--- config.mk ---
export PLATFORM = sky130hd
export DESIGN_NAME = reset_cause_reg
export DESIGN_NICKNAME = d
export VERILOG_FILES = /design/src/rtl/rcr_pkg.sv /design/src/rtl/rcr_power_fsm.sv /design/src/rtl/rcr_flag_cell.sv /design/src/rtl/rcr_bus_port.sv /design/src/rtl/reset_cause_reg.sv
export SDC_FILE = /design/constraint.sdc
export NUM_CORES = 1
export LEC_CHECK = 0
export ABC_AREA = 1
export BUFFER_PORTS_ARGS = -buffer_cell sky130_fd_sc_hd__buf_4
export CORE_AREA = 2 2 39 41
export DETAILED_ROUTE_END_ITERATION = 8
export DIE_AREA = 0 0 41 43
export GPL_ROUTABILITY_DRIVEN = 0
export PLACE_DENSITY_LB_ADDON = 0.05
export SYNTH_ARGS = -nofsm -noshare
export SYNTH_HDL_FRONTEND = slang
export SYNTH_SLANG_ARGS = --single-unit
--- constraint.sdc ---
create_clock -name clk_i -period 1.2 [get_ports clk_i]
set_clock_uncertainty 0.1 [all_clocks]
set_input_delay 0.12 -clock clk_i [delete_from_list [all_inputs] [get_ports clk_i]]
set_output_delay 0.12 -clock clk_i [all_outputs]
set_load 0.05 [all_outputs]
--- src/rtl/rcr_pkg.sv ---
package rcr_pkg;
    localparam int NUM_FLAGS = 5;
    localparam int FLAG_POR  = 0;
    localparam int FLAG_EXT  = 1;
    localparam int FLAG_BOD  = 2;
    localparam int FLAG_WDT  = 3;
    localparam int FLAG_DBG  = 4;

    typedef enum logic [0:0] {
        ST_POWER  = 1'b0,
        ST_ACTIVE = 1'b1
    } pwr_state_t;
endpackage

--- src/rtl/rcr_power_fsm.sv ---
module rcr_power_fsm
    import rcr_pkg::*;
(
    input  logic clk_i,
    input  logic por_i,
    output logic accept_o
);
    pwr_state_t state_q, state_d;

    always_comb begin
        state_d = state_q;
        unique case (state_q)
            ST_POWER:  if (!por_i) state_d = ST_ACTIVE;  // POWER_RELEASE
            ST_ACTIVE: if (por_i)  state_d = ST_POWER;   // POWER_REENTER
            default:   state_d = ST_POWER;
        endcase
    end

    always_ff @(posedge clk_i) begin
        if (por_i) state_q <= ST_POWER;
        else       state_q <= state_d;
    end

    always_comb begin
        accept_o = 1'b0;
        unique case (state_q)
            ST_POWER:  accept_o = 1'b0;
            ST_ACTIVE: accept_o = !por_i;
            default:   accept_o = 1'b0;
        endcase
    end


    first_edge_ignore_chk: assert property (@(posedge clk_i) disable iff (por_i)
        $past(por_i) |-> !accept_o);

    later_edge_accept_chk: assert property (@(posedge clk_i) disable iff (por_i)
        !$past(por_i) |-> accept_o);
endmodule

--- src/rtl/rcr_flag_cell.sv ---
module rcr_flag_cell #(
    parameter bit SET_ON_POR = 1'b0
) (
    input  logic clk_i,
    input  logic por_i,
    input  logic set_i,
    input  logic clr_i,
    output logic q_o
);
    always_ff @(posedge clk_i) begin
        if (por_i)      q_o <= SET_ON_POR;
        else if (set_i) q_o <= 1'b1;
        else if (clr_i) q_o <= 1'b0;
    end


    set_wins_chk: assert property (@(posedge clk_i) disable iff (por_i)
        set_i |=> q_o);

    clear_takes_chk: assert property (@(posedge clk_i) disable iff (por_i)
        (clr_i && !set_i) |=> !q_o);

    sticky_hold_chk: assert property (@(posedge clk_i) disable iff (por_i)
        (q_o && !clr_i) |=> q_o);

    por_value_chk: assert property (@(posedge clk_i) disable iff (por_i)
        $past(por_i) |-> (q_o == SET_ON_POR));
endmodule

--- src/rtl/rcr_bus_port.sv ---
module rcr_bus_port #(
    parameter int ADDR_W    = 8,
    parameter int DATA_W    = 8,
    parameter int NUM_FLAGS = 5,
    parameter logic [ADDR_W-1:0] REG_ADDR = '0
) (
    input  logic                 clk_i,
    input  logic                 por_i,
    input  logic                 sel_i,
    input  logic                 we_i,
    input  logic [ADDR_W-1:0]    addr_i,
    input  logic [DATA_W-1:0]    wdata_i,
    input  logic [NUM_FLAGS-1:0] flags_i,
    output logic [NUM_FLAGS-1:0] clr_req_o,
    output logic [DATA_W-1:0]    rdata_o
);
    localparam int RSV_W = DATA_W - NUM_FLAGS;

    logic hit;
    assign hit = sel_i && (addr_i == REG_ADDR);

    for (genvar i = 0; i < NUM_FLAGS; i++) begin : g_clr
        assign clr_req_o[i] = hit && we_i && !wdata_i[i];
    end

    always_comb begin
        rdata_o = '0;
        if (hit && !we_i) rdata_o[NUM_FLAGS-1:0] = flags_i;
    end


    reserved_write_chk: assert property (@(posedge clk_i) disable iff (por_i)
        (hit && we_i && (&wdata_i[NUM_FLAGS-1:0]) && (|wdata_i[DATA_W-1:DATA_W-RSV_W]))
        |=> ((flags_i & $past(flags_i)) == $past(flags_i)));

    idle_read_zero_chk: assert property (@(posedge clk_i) disable iff (por_i)
        !hit |-> (rdata_o == '0));
endmodule

--- src/rtl/reset_cause_reg.sv ---
module reset_cause_reg
    import rcr_pkg::*;
#(
    parameter int ADDR_W = 8,
    parameter int DATA_W = 8,
    parameter logic [ADDR_W-1:0] REG_ADDR = 8'h34
) (
    input  logic              clk_i,
    input  logic              power_on_i,
    input  logic              ext_evt_i,
    input  logic              brownout_evt_i,
    input  logic              wdog_evt_i,
    input  logic              dbg_evt_i,
    input  logic              bus_sel_i,
    input  logic              bus_we_i,
    input  logic [ADDR_W-1:0] bus_addr_i,
    input  logic [DATA_W-1:0] bus_wdata_i,
    output logic [DATA_W-1:0] bus_rdata_o
);
    logic                 accept;
    logic [NUM_FLAGS-1:0] raw_evt;
    logic [NUM_FLAGS-1:0] set_vec;
    logic [NUM_FLAGS-1:0] clr_req;
    logic [NUM_FLAGS-1:0] clr_vec;
    logic [NUM_FLAGS-1:0] flags;

    rcr_power_fsm u_fsm (
        .clk_i    (clk_i),
        .por_i    (power_on_i),
        .accept_o (accept)
    );

    always_comb begin
        raw_evt           = '0;
        raw_evt[FLAG_EXT] = ext_evt_i;
        raw_evt[FLAG_BOD] = brownout_evt_i;
        raw_evt[FLAG_WDT] = wdog_evt_i;
        raw_evt[FLAG_DBG] = dbg_evt_i;
    end

    assign set_vec = raw_evt & {NUM_FLAGS{accept}};
    assign clr_vec = clr_req & {NUM_FLAGS{accept}};

    for (genvar i = 0; i < NUM_FLAGS; i++) begin : g_flag
        rcr_flag_cell #(.SET_ON_POR(i == FLAG_POR)) u_cell (
            .clk_i (clk_i),
            .por_i (power_on_i),
            .set_i (set_vec[i]),
            .clr_i (clr_vec[i]),
            .q_o   (flags[i])
        );
    end

    rcr_bus_port #(
        .ADDR_W    (ADDR_W),
        .DATA_W    (DATA_W),
        .NUM_FLAGS (NUM_FLAGS),
        .REG_ADDR  (REG_ADDR)
    ) u_bus (
        .clk_i     (clk_i),
        .por_i     (power_on_i),
        .sel_i     (bus_sel_i),
        .we_i      (bus_we_i),
        .addr_i    (bus_addr_i),
        .wdata_i   (bus_wdata_i),
        .flags_i   (flags),
        .clr_req_o (clr_req),
        .rdata_o   (bus_rdata_o)
    );


    por_flag_keep_chk: assert property (@(posedge clk_i) disable iff (power_on_i)
        !clr_vec[FLAG_POR] |=> !$fell(flags[FLAG_POR]));
endmodule

## Yosys cells after proc, flatten, opt, wreduce, memory -nomap -nowiden

Index checks and enable logic that the tools add are counted.

- Input port bits: 24
- Output and inout bits: 8
- Register bits after elaboration: 6

- Reduce and logical (&&, ||, !) cells: 20
- Muxes and demuxes: 11
- Bitwise gates (word level): 3
- Equal/unequal tests: 1

Operators with widths:

| operator | number |
|---|---|
| $and A5 B5 Y5 | 2 |
| $mux W1 | 9 |
| $eq A8 B6 Y1 const B | 1 |
| $logic_and A1 B1 Y1 | 8 |
| $reduce_bool A2 Y1 | 4 |
| $logic_not A1 Y1 | 7 |
| $mux W5 | 1 |
| $pmux W1 S2 | 1 |
| $reduce_or A2 Y1 | 1 |
| $not A1 Y1 | 1 |

## Longest topological paths before layout

- Depth in word-level cells: 7
- Mapped depth: 7
- Gate-level depth less buffers: 7

## By module

Synthesis repeated with hierarchy kept, for this count alone.

- Cells, all modules: 79
- Area, all modules: 460.4 sq um

Modules (own cells, without submodules):

| module | sequential area each (sq um) | area an instance (sq um) | cells an instance | times used |
|---|---|---|---|---|
| rcr_flag_cell (g_flag[1].u_cell ...) | 20.0 | 40.0 | 5 | 4 |
| rcr_bus_port | 0.0 | 148.9 | 30 | 1 |
| reset_cause_reg | 0.0 | 82.6 | 20 | 1 |
| rcr_flag_cell (g_flag[0].u_cell) | 20.0 | 35.0 | 5 | 1 |
| rcr_power_fsm | 20.0 | 33.8 | 4 | 1 |

## Least setup slack after synthesis

No wires, ideal clock.

- Path kind: input-to-output
- From: input port bus_addr_i[1]
- To: output port bus_rdata_o[0]
- Path buffers: 0
- Arrival: 1.002 ns
- Required time: 0.980 ns
- Path slack: -0.022 ns
- Cell stages on the path: 3
- Cell sequence: nor3b_4 -> nand3b_4 -> nor2_2

- Longest elaborated chain between the ends: 4

Ends and longest elaborated chain:

| element | RTL line | text |
|---|---|---|
| from (decl) | reset_cause_reg.sv:16 | `input logic [ADDR_W-1:0] bus_addr_i,` |
| $eq A8 B6 Y1 | rcr_bus_port.sv:20 | `assign hit = sel_i && (addr_i == REG_ADDR);` |
| $logic_and A1 B1 Y1 | rcr_bus_port.sv:20 |  |
| $logic_and A1 B1 Y1 | rcr_bus_port.sv:28 | `if (hit && !we_i) rdata_o[NUM_FLAGS-1:0] = flags_i;` |
| $mux W5 | rcr_bus_port.sv:28 |  |
| to (decl) | reset_cause_reg.sv:18 | `output logic [DATA_W-1:0] bus_rdata_o` |

Every way passes these cells.

## Worst setup path in the final report

- From: input port bus_addr_i[1]
- To: output port bus_rdata_o[4]

Same word-level chain as after synthesis.

==> impl_metrics.toml <==
[route]
drt-wirelength-per-cell_um = 9.591
vias = 453
drc = 0
first_iter_violations = 2
ant_nets = 0
routed_via_density = 4.118
drt_wl_total_um = 1055
first_pass_iters = 3

[placement]
hpwl_um = 782.8
port_buffers = 25
pre_cts_slack_ps = 3.084

[grt]
grt_pass1_wl_um = 1545
antenna_found_initial = 0
grt_overflow = 0
grt_max_degree = 7
grt.total_usage_pct = 13.00
grt_pass1_vias = 406

[synthesis]
yosys.area_share.simple_pct = 54.21
synthAdderAreaFrac_pct = 0
synth_area_um2 = 401.6
synth_top_area_share_pct = 29.91
ys_ff_latch = 6
yosys-top-cells-area = "dfxtp_1 (30%), nand2_1 (17%), inv_1 (9.3%), nor2_1 (9.3%), nand4_1 (7.8%)"
synth_compound_area_share_pct = 0
synth_top_family_by_area = "simple AND/OR/NAND/NOR gates"
synth_cell_types = 11
synth.area.mux_share_pct = 0
yosysWarnings = 0
synth_seq_area_share_pct = 29.91
syn_inst = 61
syn_area_per_cell_um2 = 6.584
synth_area_leader_cell = "dfxtp_1"
synth_xor_area_share_pct = 0

[hold_path]
hold_depth = 2
hp-class = "in -> reg"

[power_and_ir_drop]
power.density_mw_per_mm2 = 759.2
ir_drop_uv = 519.2
power.leakage_nw = 0.3960

[cts]
clock_latency_ps = 240
cts_max_path_buffers = 2
cts_max_level = 1
clk_pin_slew_worst_paths_ps = 40
root_buffer = "clkbuf_4"
cts_tree = "yes"
numCtsBuffers = 3
clock_sinks = 6
post_cts_buffers = 0

[cells_and_area]
fillers = 139
antenna_cells = 0
final_nets = 120
post_route_cells_drive_above_1_share_pct = 43.62
finish.utilization_pct = 51.72
area_growth_pct = 78.19

[die]
die_w_um = 41
ios = 32
die-area_mm2 = 0.001763
die_height_um = 43
core.rowCount = 14
initial_core_util_pct = 29.02
design.core.area_mm2 = 0.001384

[sta]
drv_slew = 0
fmax_ghz = 0.8645
period_needed_ps = 1157
post-route-period-util_pct = 96.40
fin_ws_ps = 43.22
finalSetupViolCount = 0
hold_viol = 0
fin_setup_tns_ps = 0
rsz0062_at_grt = "true"

[critical_path]
required_ps = 980
critical_path_class = "in -> out"
rr_worst_depth = 5
worstPathArrival_ps = 940
critPathMaxStageDelay_ps = 240
crit_path_end_kind = "primary output"
slowest_stage = "nor3b_4"
critPathMaxFanout = 5
startpoint_type = "primary input"
path_cells = "buf_4 > nor3b_4 > nand3b_4 > nor2_2 > buf_6"

[job]
maxCapViolCount = 0

[status]
status = "complete, no violations"
-- state kept, by name (all words and copies together), names as in the netlist --
signal and flops:
u_fsm.state_q 1, g_flag.u_cell.q_o 5
-- synth_stat cells, drive strengths merged --
master	n
nand3b	1
nand4	5
nor3b	1
nor2	16
dfxtp	6
nand2	18
conb	1
inv	10
buf	3
-- cells in the final DEF (no fill, tap or decap) --
| cell | instances |
|---|---|
| dlygate4sd3_1 | 4 |
| nor3b_4 | 1 |
| nand2_1 | 16 |
| inv_1 | 10 |
| dfxtp_1 | 6 |
| nand2_2 | 2 |
| nand4_1 | 5 |
| nand3b_4 | 1 |
| nor2_2 | 4 |
| nor2_4 | 3 |
| clkbuf_4 | 3 |
| buf_4 | 21 |
| buf_8 | 1 |
| conb_1 | 3 |
| buf_6 | 5 |
| nor2_1 | 9 |
-- stage by stage --
step                      hold slack (ps)  power, mW  std cells  cell area, um2
after global placement              214.7     0.3414        103           609.3
after CTS                           9.577     0.5475        110           675.6
final                               17.88     0.5433        110           715.7
after floorplan                     109.1     0.2862         63           409.1
after global routing                19.10     0.5787        110           715.7
after detailed placement            219.6     0.3425        103           609.3
-- what timing repair did --
| action | in CTS | in global routing |
|---|---|---|
| setup endpoints to repair | 1 | 5 |
| resized for setup | 1 | 11 |
| hold buffers | 4 | 0 |
| endpoints found under the hold margin | 4 | 0 |
-- final timing paths --
kind,from,endpoint,slack (ps)
max,bus_addr_i[1],bus_rdata_o[4],40
max reg2reg,u_fsm.state_q$_DFF_P_,g_flag[2].u_cell.q_o$_SDFFE_PP0P_,240
min reg2reg,g_flag[0].u_cell.q_o$_SDFFE_PP1P_,g_flag[0].u_cell.q_o$_SDFFE_PP1P_,410
min,power_on_i,u_fsm.state_q$_DFF_P_,20
-- critical path: cells and delay by family --
kind / cells / cell delay [ps]
buffers and inverters: 2 / 280
and+or+nand+nor: 3 / 530
-- routing by layer --
layer  wire length [um]  global-route usage (%)
met1                411                   14.66
met3                 94                   2.618
met5                  0                       0
met2                537                   20.00
met4                 12                   10.00
-- cell families after synthesis --
kind of cell,after synthesis
AND/OR/NAND/NOR,41
buffers and inverters,13
flip-flops,6
other,1
-- where the power goes --
part	internal [mW]	leakage, nW	switching [mW]	total (mW)
clock	0.113	0.0138	0.0739	0.187
combinational	0.0706	0.332	0.0701	0.141
sequential	0.213	0.0498	0.00270	0.216
-- cell type report --
type / count / area (um2) / share of cell area, %
repair buffers: 31 / 269.0 / 37.59
multi-input cells: 44 / 246.5 / 34.44
flip-flops and latches: 6 / 120.1 / 16.78
inverters: 10 / 37.54 / 5.245
clock buffers: 3 / 22.52 / 3.147
well taps: 16 / 20.02 / 2.797
(Power assumes the default switching activity.)
